`src/rtl/thermo_alert_pkg.sv`:
```
package thermo_alert_pkg;

  // configuration byte bit positions (decoded by the register file too)
  localparam int unsigned CFG_SD_BIT   = 0;
  localparam int unsigned CFG_MODE_BIT = 1;
  localparam int unsigned CFG_POL_BIT  = 2;
  localparam int unsigned CFG_RUN_LO   = 3;
  localparam int unsigned CFG_RUN_W    = 2;

  typedef enum logic {
    MODE_THERMO = 1'b0,
    MODE_LATCH  = 1'b1
  } alert_mode_e;

  // run-length code to number of consecutive qualifying samples
  function automatic int unsigned run_need(input logic [CFG_RUN_W-1:0] code);
    case (code)
      2'b00:   return 1;
      2'b01:   return 2;
      2'b10:   return 4;
      default: return 6;
    endcase
  endfunction

endpackage

```
`src/rtl/ta_threshold.sv`:
```
module ta_threshold #(
  parameter int unsigned TEMP_W = 9,
  parameter int unsigned WORD_W = 16
) (
  input  logic [TEMP_W-1:0] smp_temp,
  input  logic [WORD_W-1:0] hi_word,
  input  logic [WORD_W-1:0] lo_word,
  output logic              over_hi,
  output logic              under_lo
);
  localparam int unsigned PAD_W = WORD_W - TEMP_W;

  logic signed [TEMP_W-1:0] hi_t;
  logic signed [TEMP_W-1:0] lo_t;
  logic signed [TEMP_W-1:0] smp_s;

  assign hi_t  = hi_word[WORD_W-1 -: TEMP_W];
  assign lo_t  = lo_word[WORD_W-1 -: TEMP_W];
  assign smp_s = smp_temp;

  generate
    if (PAD_W > 0) begin : g_pad
      logic unused_pad;
      assign unused_pad = ^{hi_word[PAD_W-1:0], lo_word[PAD_W-1:0]};
    end
  endgenerate

  assign over_hi  = smp_s > hi_t;
  assign under_lo = smp_s < lo_t;
endmodule

```
`src/rtl/ta_fault_run.sv`:
```
module ta_fault_run
  import thermo_alert_pkg::*;
#(
  parameter int unsigned RUN_W = 3
) (
  input  logic                 clk,
  input  logic                 rst_n,
  input  logic [CFG_RUN_W-1:0] run_code,
  input  logic                 mode_irq,
  input  logic                 smp_en,
  input  logic                 hit,
  output logic                 fault_evt,
  output logic                 run_clr,
  output logic [RUN_W-1:0]     run_cnt,
  output logic [RUN_W-1:0]     run_goal
);
  logic [CFG_RUN_W-1:0] code_q;
  logic                 mode_q;
  logic [RUN_W-1:0]     base;
  logic [RUN_W-1:0]     nxt;

  assign run_goal  = RUN_W'(run_need(run_code));
  assign run_clr   = (run_code != code_q) || (mode_irq != mode_q);
  assign base      = run_clr ? '0 : run_cnt;
  assign nxt       = base + RUN_W'(1);
  assign fault_evt = smp_en && hit && (nxt >= run_goal);

  always_ff @(posedge clk or negedge rst_n) begin
    if (!rst_n) begin
      code_q  <= '0;
      mode_q  <= 1'b0;
      run_cnt <= '0;
    end else begin
      code_q <= run_code;
      mode_q <= mode_irq;
      if (smp_en) begin
        run_cnt <= (hit && !fault_evt) ? nxt : '0;
      end else if (run_clr) begin
        run_cnt <= '0;
      end
    end
  end
endmodule

```
`src/rtl/ta_alert_state.sv`:
```
module ta_alert_state (
  input  logic clk,
  input  logic rst_n,
  input  logic mode_irq,
  input  logic over_hi,
  input  logic under_lo,
  input  logic fault_evt,
  input  logic clr_req,
  output logic hit,
  output logic active,
  output logic cmp_active,
  output logic irq_latched
);
  logic seek_low;

  always_comb begin
    if (mode_irq) begin
      hit = !irq_latched && (seek_low ? under_lo : over_hi);
    end else begin
      hit = cmp_active ? under_lo : over_hi;
    end
  end

  assign active = mode_irq ? irq_latched : cmp_active;

  always_ff @(posedge clk or negedge rst_n) begin
    if (!rst_n) begin
      cmp_active  <= 1'b0;
      irq_latched <= 1'b0;
      seek_low    <= 1'b0;
    end else begin
      if (!mode_irq && fault_evt) begin
        cmp_active <= !cmp_active;
      end
      if (mode_irq) begin
        if (fault_evt) begin
          irq_latched <= 1'b1;
          seek_low    <= !seek_low;
        end else if (clr_req) begin
          irq_latched <= 1'b0;
        end
      end
    end
  end
endmodule

```
`src/rtl/thermo_alert.sv`:
```
module thermo_alert
  import thermo_alert_pkg::*;
#(
  parameter int unsigned TEMP_W = 9,
  parameter int unsigned WORD_W = 16,
  parameter int unsigned RUN_W  = 3
) (
  input  logic              clk,
  input  logic              rst_n,
  input  logic              smp_vld,
  input  logic [TEMP_W-1:0] smp_temp,
  input  logic [WORD_W-1:0] hi_word,
  input  logic [WORD_W-1:0] lo_word,
  input  logic [7:0]        cfg_byte,
  input  logic              rd_pulse,
  output logic              alert_oe
);
  logic                 sd_now;
  logic                 sd_q;
  logic                 sd_rise;
  logic                 mode_irq;
  logic                 pol_hi;
  logic [CFG_RUN_W-1:0] run_code;
  logic                 smp_en;
  logic                 over_hi;
  logic                 under_lo;
  logic                 run_hit;
  logic                 fault_evt;
  logic                 run_clr;
  logic [RUN_W-1:0]     run_cnt;
  logic [RUN_W-1:0]     run_goal;
  logic                 clr_req;
  logic                 active;
  logic                 cmp_active;
  logic                 irq_latched;
  logic                 unused_cfg;

  assign sd_now   = cfg_byte[CFG_SD_BIT];
  assign mode_irq = cfg_byte[CFG_MODE_BIT] == MODE_LATCH;
  assign pol_hi   = cfg_byte[CFG_POL_BIT];
  assign run_code = cfg_byte[CFG_RUN_LO +: CFG_RUN_W];
  assign unused_cfg = ^cfg_byte[7:CFG_RUN_LO+CFG_RUN_W];

  always_ff @(posedge clk or negedge rst_n) begin
    if (!rst_n) sd_q <= 1'b0;
    else        sd_q <= sd_now;
  end

  assign sd_rise = sd_now && !sd_q;
  assign smp_en  = smp_vld && !sd_now;
  assign clr_req = rd_pulse || sd_rise;

  ta_threshold #(.TEMP_W(TEMP_W), .WORD_W(WORD_W)) u_thr (
    .smp_temp (smp_temp),
    .hi_word  (hi_word),
    .lo_word  (lo_word),
    .over_hi  (over_hi),
    .under_lo (under_lo)
  );

  ta_fault_run #(.RUN_W(RUN_W)) u_run (
    .clk       (clk),
    .rst_n     (rst_n),
    .run_code  (run_code),
    .mode_irq  (mode_irq),
    .smp_en    (smp_en),
    .hit       (run_hit),
    .fault_evt (fault_evt),
    .run_clr   (run_clr),
    .run_cnt   (run_cnt),
    .run_goal  (run_goal)
  );

  ta_alert_state u_state (
    .clk         (clk),
    .rst_n       (rst_n),
    .mode_irq    (mode_irq),
    .over_hi     (over_hi),
    .under_lo    (under_lo),
    .fault_evt   (fault_evt),
    .clr_req     (clr_req),
    .hit         (run_hit),
    .active      (active),
    .cmp_active  (cmp_active),
    .irq_latched (irq_latched)
  );

  assign alert_oe = active ^ pol_hi;
endmodule

```
`config.mk`:
```
export PLATFORM = sky130hd
export DESIGN_NAME = thermo_alert
export DESIGN_NICKNAME = d
export VERILOG_FILES = /design/src/rtl/thermo_alert_pkg.sv /design/src/rtl/ta_threshold.sv /design/src/rtl/ta_fault_run.sv /design/src/rtl/ta_alert_state.sv /design/src/rtl/thermo_alert.sv
export SDC_FILE = /design/constraint.sdc
export NUM_CORES = 1
export LEC_CHECK = 0
export ABC_CLOCK_PERIOD_IN_PS = 3500
export BUFFER_PORTS_ARGS = -buffer_cell sky130_fd_sc_hd__clkbuf_2
export CAP_MARGIN = 30
export CORE_UTILIZATION = 35
export DETAILED_ROUTE_END_ITERATION = 10
export GPL_TIMING_DRIVEN = 0
export REMOVE_ABC_BUFFERS = 1
export SLEW_MARGIN = 0
export SYNTH_ARGS = -nofsm -noshare
export SYNTH_HDL_FRONTEND = slang
export SYNTH_HIERARCHICAL = 1
export SYNTH_SLANG_ARGS = --single-unit
```
`constraint.sdc`:
```
create_clock -name clk -period 3.5 [get_ports clk]
set_clock_uncertainty 0.15 [all_clocks]
set_input_delay 0.7 -clock clk [delete_from_list [all_inputs] [get_ports clk]]
set_output_delay 0.7 -clock clk [all_outputs]
set_load 0.02 [all_outputs]
```
After elaboration in Yosys (flattened, before gate mapping)
Index checks and enable logic that the tools add are counted.
{ "word_totals": {"romBits": 0, "latch_bits": 0, "ramBits": 0, "inputBits": 53, "output_inout_bits": 1, "elab_cells": 46, "mem_count": 0, "reg_bits": 10} }
{ "op_classes": {"n_div": 0, "add_sub_neg": 1, "n_lt_le_gt_ge": 3, "n_mul": 0, "eq_ne": 4, "reduce_logical": 20, "shift": 0, "muxes": 10, "n_bitwise": 1} }
{ "ops": {"columns": ["operator", "count"], "rows": [
  ["> comparator 9 bit", 1],
  ["less-than comparator 9 bit", 1],
  ["two-way mux 3 bit", 3],
  ["case mux 3 bit (3 select lines)", 1],
  ["logical AND 1 bit", 7],
  ["logical NOT 1 bit", 7],
  ["two-way mux 1 bit", 6],
  ["AND reduction 2 bit", 2],
  ["adder 3 x 1 -> 3 bit (second input constant)", 1],
  ["greater-or-equal comparator 3 bit", 1],
  ["equality test 2 x 1 -> 1 bit (second input constant)", 1],
  ["equality test 2 bit (second input constant)", 1],
  ["logical NOT 2 bit", 1],
  ["logical OR 1 bit", 2],
  ["inequality test 2 bit", 1],
  ["nonzero test 2 bit", 1],
  ["inequality test 1 bit", 1],
  ["bitwise XOR 1 bit", 1]
]} }

Longest topological paths before layout
Gate-level depths: netlist (run 1).
{ "logic_depth": {"ltp_word": 10, "mapped_depth": 12, "mapped_depth_nobuf": 12} }

Hierarchy
The synthesis (run 1) kept the hierarchy.
{ "modules_own_cells": {"columns": ["mod", "instances", "area_each_um2", "seq_area_each_um2", "cells_each"], "rows": [
  ["ta_threshold", 1, 441.7, 0.0, 61],
  ["ta_fault_run", 1, 414.1, 150.1, 38],
  ["ta_alert_state", 1, 158.9, 75.1, 14],
  ["thermo_alert", 1, 51.3, 25.0, 5]
]} }

Least setup slack after synthesis (run 1)
OpenSTA, ideal clock, no wires.
{ "synth_path": {"path_kind": "input port to flip-flop", "startpoint": "input cfg_byte[4]", "endpoint": "register u_state.irq_latched", "path_buffers": 0, "setup_slack_ns": 0.702, "setup_time_ns": 0.121, "stages": 10, "required_ns": 3.229, "t_arrival_ns": 2.527, "path_cell_list": "xnor2_2 nor3b_2 and2_4 ha_1 xnor2_1 ha_1 a21o_1 a31oi_1 nor2_1 a22o_1"} }
{ "synth_between": {"elab_chain_len": 8, "elab_cells_between_ends": 13, "cone_classes": "add/sub: 1; order compare: 1; eq/ne: 3; mux: 3; reduce/logical: 5"} }
{ "synth_lines": {"columns": ["item", "line_no", "text"], "rows": [
  ["start: declaration", "thermo_alert.sv:14", "input logic [7:0] cfg_byte,"],
  ["inequality test 2 bit", "ta_fault_run.sv:23", "assign run_clr = (run_code != code_q) || (mode_irq != mode_q);"],
  ["logical OR 1 bit", "ta_fault_run.sv:23", null],
  ["two-way mux 3 bit", null, null],
  ["adder 3 x 1 -> 3 bit", "ta_fault_run.sv:25", "assign nxt = base + RUN_W'(1);"],
  ["greater-or-equal comparator 3 bit (*)", "ta_fault_run.sv:26", "assign fault_evt = smp_en && hit && (nxt >= run_goal);"],
  ["logical AND 1 bit (*)", "ta_fault_run.sv:26", null],
  ["via fault_evt", "thermo_alert.sv:28", "logic fault_evt;"],
  ["nonzero test 2 bit (no line)", null, null],
  ["AND reduction 2 bit (no line)", null, null],
  ["end signal: assignment", "ta_alert_state.sv:29", "irq_latched <= 1'b0;"],
  ["end signal: assignment", "ta_alert_state.sv:37", "irq_latched <= 1'b1;"],
  ["end signal: assignment", "ta_alert_state.sv:40", "irq_latched <= 1'b0;"],
  ["end: declaration", "ta_alert_state.sv:12", "output logic irq_latched"]
]} }
Mark *: on every way through the listed nets, which the timed path passes. The rest lies on a longest branch.
A chain may end at the register's enable or synchronous reset.

Final worst setup path (run 1)
Same ends and word-level chain as after synthesis.

==> flow_metrics.tcl, run 1 <==
set metrics [dict create \
    status "complete, but fails checks" \
    violations "DRC" \
    chipHeight_um 56.8 \
    fmax_mhz 346 \
    r2r_end "u_state/irq_latched" \
    criticalPathCategory "in2reg" \
    finalSetupViolCount 0 \
    crit_fanout 4 \
    power_density_nw_per_um2 293 \
    synth.avg_cell_area_sq_um 9.13 \
    post-route-drc-count 10 \
    antenna_left 0 \
    grt_max_degree 11 \
    syn_area_sq_um 1050 \
    pin_count 54 \
    num_rows 19 \
    drt-met1-wl_um 909 \
    start_kind "input pin" \
    drive_above_1_share 0.303 \
    worstRegToRegCells 10 \
    clkSlewWorstSetupHoldPaths_ps 70 \
    slowest_stage "ha_1" \
    die_x_um 56.8 \
    clockBufferDepth 2 \
    fin_setup_tns_ps 0 \
    timing.critical_path.cells "clkbuf_2 > xnor2_2 > nor3b_2 > and2_4 > ha_1 > xnor2_1 > ha_1 > a21o_1 > a31oi_1 > nor2_1 > a22o_1" \
    num_antenna_cells 0 \
    antenna_found_initial 0 \
    port_buffers 36 \
    max-vdd-ir-drop_mv 0.210 \
    post-route-period-util 0.825 \
    die_area_sq_um 3220 \
    gp_congestion 0.754 \
    rsz0062_at_grt "no" \
    crit_path_end "u_state/irq_latched" \
    top_layer "met4" \
    core_area_sq_um 2810 \
    vias 895 \
    slew_headroom 0.682 \
    dr_wl_met2_um 857 \
    insertion_delay_ps 260 \
    dpl.hpwl_um 1640 \
    worstSetupEndpointType "flop" \
    r2r_start "u_run/code_q[1]" \
    nets 230 \
    cts_hold_buf 0 \
    cts_resized 0 \
    cts-root-buf "clkbuf_4" \
    finalCriticalPeriod_ps 2890 \
    place_inst 182 \
    grt_overflow 0 \
    hold_class "in2async" \
    postCtsSetupBuffers 0 \
    grt_pass1_wl_um 3240 \
    slowest_delay_ps 310 \
    drtIter0Drc 27 \
    rrSetupSlack_ps 820 \
    dr.pass1.iters 7 \
    drv_cap 0 \
    finalHoldViolations 0 \
    slew_violations 0 \
    critPathLaunch "cfg_byte[4]" \
    critPathMostFrequentCell "ha_1" \
    grt_pass1_vias 835 \
    critPathRequiredTime_ps 3500 \
    cts_sinks 10 \
    tightest_slew_ps 477 \
    synth_cells 115 \
    numCtsBuffers 3 \
    ys_warn_count 6 \
    instances_no_fill 186 \
    viasPerCell 4.81 \
    worstPathArrival_ps 2890 \
    area_delta_synth_final_pct 24.3 \
    cts_max_level 1 \
    wirelength_um 1880 \
    leakagePower_nw 0.772 \
    cts_tree "built" \
    wl_per_cell_um 10.1 \
    wl_met3_um 104 \
    track_usage 0.125 \
    start_util 0.374 \
]
sequential cells by signal, summed over array words and instances, names as in the netlist:
register,count
u_run/run_cnt,3
u_run/code_q,2
sd_q,1
u_run/mode_q,1
u_state/cmp_active,1
u_state/irq_latched,1
u_state/seek_low,1
stage by stage:
step	power (mW)	cell area [sq um]	hold WS, ps	util	worst slack, ps
after floorplan	0.236	1050	254	-	738
after global placement	0.278	1270	330	0.452	380
after detailed placement	0.283	1270	334	0.452	390
after CTS	0.388	1310	150	0.465	647
after global routing	0.412	1310	148	0.465	500
final	0.382	1310	142	0.465	612
report_power, final:
part | switching [mW] | internal (mW)
Sequential | 0.0133 | 0.131
Combinational | 0.0642 | 0.0708
Clock | 0.0395 | 0.0630
Total | 0.117 | 0.265
worst max-delay path: cells and delay by family:
family / cells / cell delay [ps]
compound gates: 3 / 680
xor+xnor: 2 / 320
fa+ha+maj: 2 / 500
buf+inv: 1 / 120
simple gates: 3 / 560
cell usage in the layout (no fill, tap or decap), types with 3 or more instances in the layout:
| cell type | count |
|---|---|
| a21o_1 | 4 |
| a21oi_1 | 6 |
| clkbuf_2 | 36 |
| clkbuf_4 | 3 |
| dfrtp_1 | 10 |
| ha_1 | 21 |
| inv_1 | 22 |
| mux2i_1 | 3 |
| nand2_1 | 8 |
| nand2b_1 | 5 |
| nand3_1 | 4 |
| nor2_1 | 4 |
| xnor2_1 | 3 |
| xor2_1 | 3 |
per-layer routing:
metal,vias up,track usage
met2,25,0.231
li1,482,-
met5,-,0
met4,0,0.0209
met3,2,0.0138
met1,386,0.156
layout make-up:
type / count / area, sq um
Clock buffer: 4 / 36.3
Fill cell: 278 / 1500
Inverter: 22 / 82.6
Multi-Input combinational cell: 83 / 717
Sequential cell: 10 / 250
Tap cell: 31 / 38.8
Timing Repair Buffer: 36 / 180
worst min-delay path by stage:
stage	from	endpoint	slack (ps)	cells after the start
2_1_floorplan	rst_n	sd_q	250	0
3_3_place_gp	u_state/seek_low	u_state/seek_low	330	1
3_5_place_dp	u_state/seek_low	u_state/seek_low	330	1
4_1_cts	rst_n	u_run/code_q[0]	150	1
5_1_grt	rst_n	sd_q	150	1
6_report	rst_n	sd_q	140	1
Note: power is estimated with default switching activity, not from simulation.
==> inputs of run 2 (changes only) <==
--- a/config.mk
+++ b/config.mk
@@ -5,7 +5,7 @@
 export SDC_FILE = /design/constraint.sdc
 export NUM_CORES = 1
 export LEC_CHECK = 0
-export ABC_CLOCK_PERIOD_IN_PS = 3500
+export ABC_CLOCK_PERIOD_IN_PS = 2700
 export BUFFER_PORTS_ARGS = -buffer_cell sky130_fd_sc_hd__clkbuf_2
 export CAP_MARGIN = 30
 export CORE_UTILIZATION = 35
==> constraint.sdc (replaced) <==
create_clock -name clk -period 2.7 [get_ports clk]
set_clock_uncertainty 0.15 [all_clocks]
set_input_delay 0.54 -clock clk [delete_from_list [all_inputs] [get_ports clk]]
set_output_delay 0.54 -clock clk [all_outputs]
set_load 0.02 [all_outputs]
==> flow_metrics.tcl, run 2 (synthesis results as in run 1) <==
set metrics [dict create \
    status "complete, but fails checks" \
    violations "DRC" \
    chipHeight_um 56.8 \
    cts_max_level 1 \
    hold_depth 1 \
    grt_max_degree 11 \
    core_area_sq_um 2810 \
    num_rows 19 \
    insertion_delay_ps 260 \
    nets 232 \
    area_delta_synth_final_pct 29.8 \
    vias 917 \
    slew_violations 0 \
    final_cell_mix "clkbuf_2 (36), inv_1 (22), ha_1 (20)" \
    grt_pass1_vias 843 \
    post-route-drc-count 10 \
    pin_count 54 \
    die_x_um 56.8 \
    reg_top3 "u_run/run_cnt x3, u_run/code_q x2" \
    port_buffers 36 \
    finalCriticalPeriod_ps 2630 \
    viasPerCell 4.88 \
    fin_setup_tns_ps 0 \
    largest_reg_flops 3 \
    fmax_mhz 380 \
    numCtsBuffers 3 \
    tightest_slew_ps 487 \
    clkSlewWorstSetupHoldPaths_ps 70 \
    drv_cap 0 \
    dr.pass1.iters 7 \
    clockBufferDepth 2 \
    grt_pass1_wl_um 3280 \
    dr_wl_met2_um 956 \
    final_util 0.486 \
    worstRegToRegCells 10 \
    die_area_sq_um 3220 \
    crit_fanout 3 \
    power_density_nw_per_um2 374 \
    wl_met3_um 107 \
    drt-met1-wl_um 942 \
    worstPathArrival_ps 2630 \
    post-route-period-util 0.975 \
    slew_headroom 0.674 \
    mostFrequentLayoutCell "clkbuf_2" \
    top_layer "met4" \
    criticalPathCategory "reg2reg" \
    finalSetupViolCount 0 \
    wl_per_cell_um 10.7 \
    final_area_sq_um 1360 \
    antenna_left 0 \
    cts_tree "built" \
    cts_sinks 10 \
    antenna_found_initial 0 \
    drive_above_1_share 0.338 \
    start_util 0.374 \
    hold_class "in2reg" \
    leakagePower_nw 0.787 \
    worstSetupEndpointType "flop" \
    cts-root-buf "clkbuf_4" \
    wirelength_um 2010 \
    start_kind "flop" \
    critPathRequiredTime_ps 2700 \
    num_antenna_cells 0 \
    track_usage 0.127 \
    grt_overflow 0 \
    hold_ws_ps 264 \
    regMostFlops "u_run/run_cnt" \
    gp_congestion 0.754 \
    dpl.hpwl_um 1640 \
    finalHoldViolations 0 \
    max-vdd-ir-drop_mv 0.275 \
    drtIter0Drc 29 \
    post_dp_cell_area_sq_um 1270 \
]
==> run 2: final cells by class <==
class / count / area (sq um)
Sequential cell: 10 / 250
Tap cell: 31 / 38.8
Timing Repair Buffer: 38 / 198
Inverter: 22 / 82.6
Multi-Input combinational cell: 83 / 757
Clock buffer: 4 / 36.3
Fill cell: 273 / 1440
==> run 2: final timing paths <==
path	from	end	slack (ps)
setup / recovery	u_run/code_q[1]	u_state/irq_latched	70
hold / removal	cfg_byte[0]	sd_q	260
setup reg to reg	u_run/code_q[1]	u_state/irq_latched	70
hold reg to reg	u_state/seek_low	u_state/seek_low	350
max in group asynchronous	rst_n	u_run/code_q[0]	1670
min in group asynchronous	rst_n	sd_q	520
==> run 2: repair_timing <==
action,4_1_cts,5_1_grt
gates resized for setup,0,7
hold endpoints to repair,10,0
buffers inserted,0,1
setup endpoints to repair,0,6
hold buffers,1,0
==> run 2: worst max-delay path, cell delays in order, from the launching register on <==
cell and delay [ps]:
dfrtp_1 390, xnor2_2 230, nor3b_4 260, and2_4 190, ha_2 200, xnor2_1 140, ha_1 280, a21o_1 220
a31oi_4 190, nor2_2 70, a22o_1 210
==> run 2: metal layers <==
| metal | up-vias | GRT usage |
|---|---|---|
| met5 | - | 0 |
| met4 | 0 | 0.0209 |
| met3 | 2 | 0.0138 |
| met2 | 27 | 0.233 |
| met1 | 400 | 0.161 |
| li1 | 488 | - |
==> run 2: stage by stage <==
| stage | instances | setup WS (ps) | power (mW) |
|---|---|---|---|
| 3_5_place_dp | 182 | -250 | 0.367 |
| 6_report | 188 | 68.2 | 0.510 |
| 5_1_grt | 188 | -61.9 | 0.548 |
| 2_1_floorplan | 115 | 97.7 | 0.306 |
| 3_3_place_gp | 182 | -260 | 0.360 |
| 4_1_cts | 187 | 7.33 | 0.504 |
==> run 2: where the power goes <==
part | switching [mW] | internal [mW]
registers | 0.0177 | 0.170
clock network | 0.0517 | 0.0817
logic | 0.0894 | 0.0992
total | 0.159 | 0.351
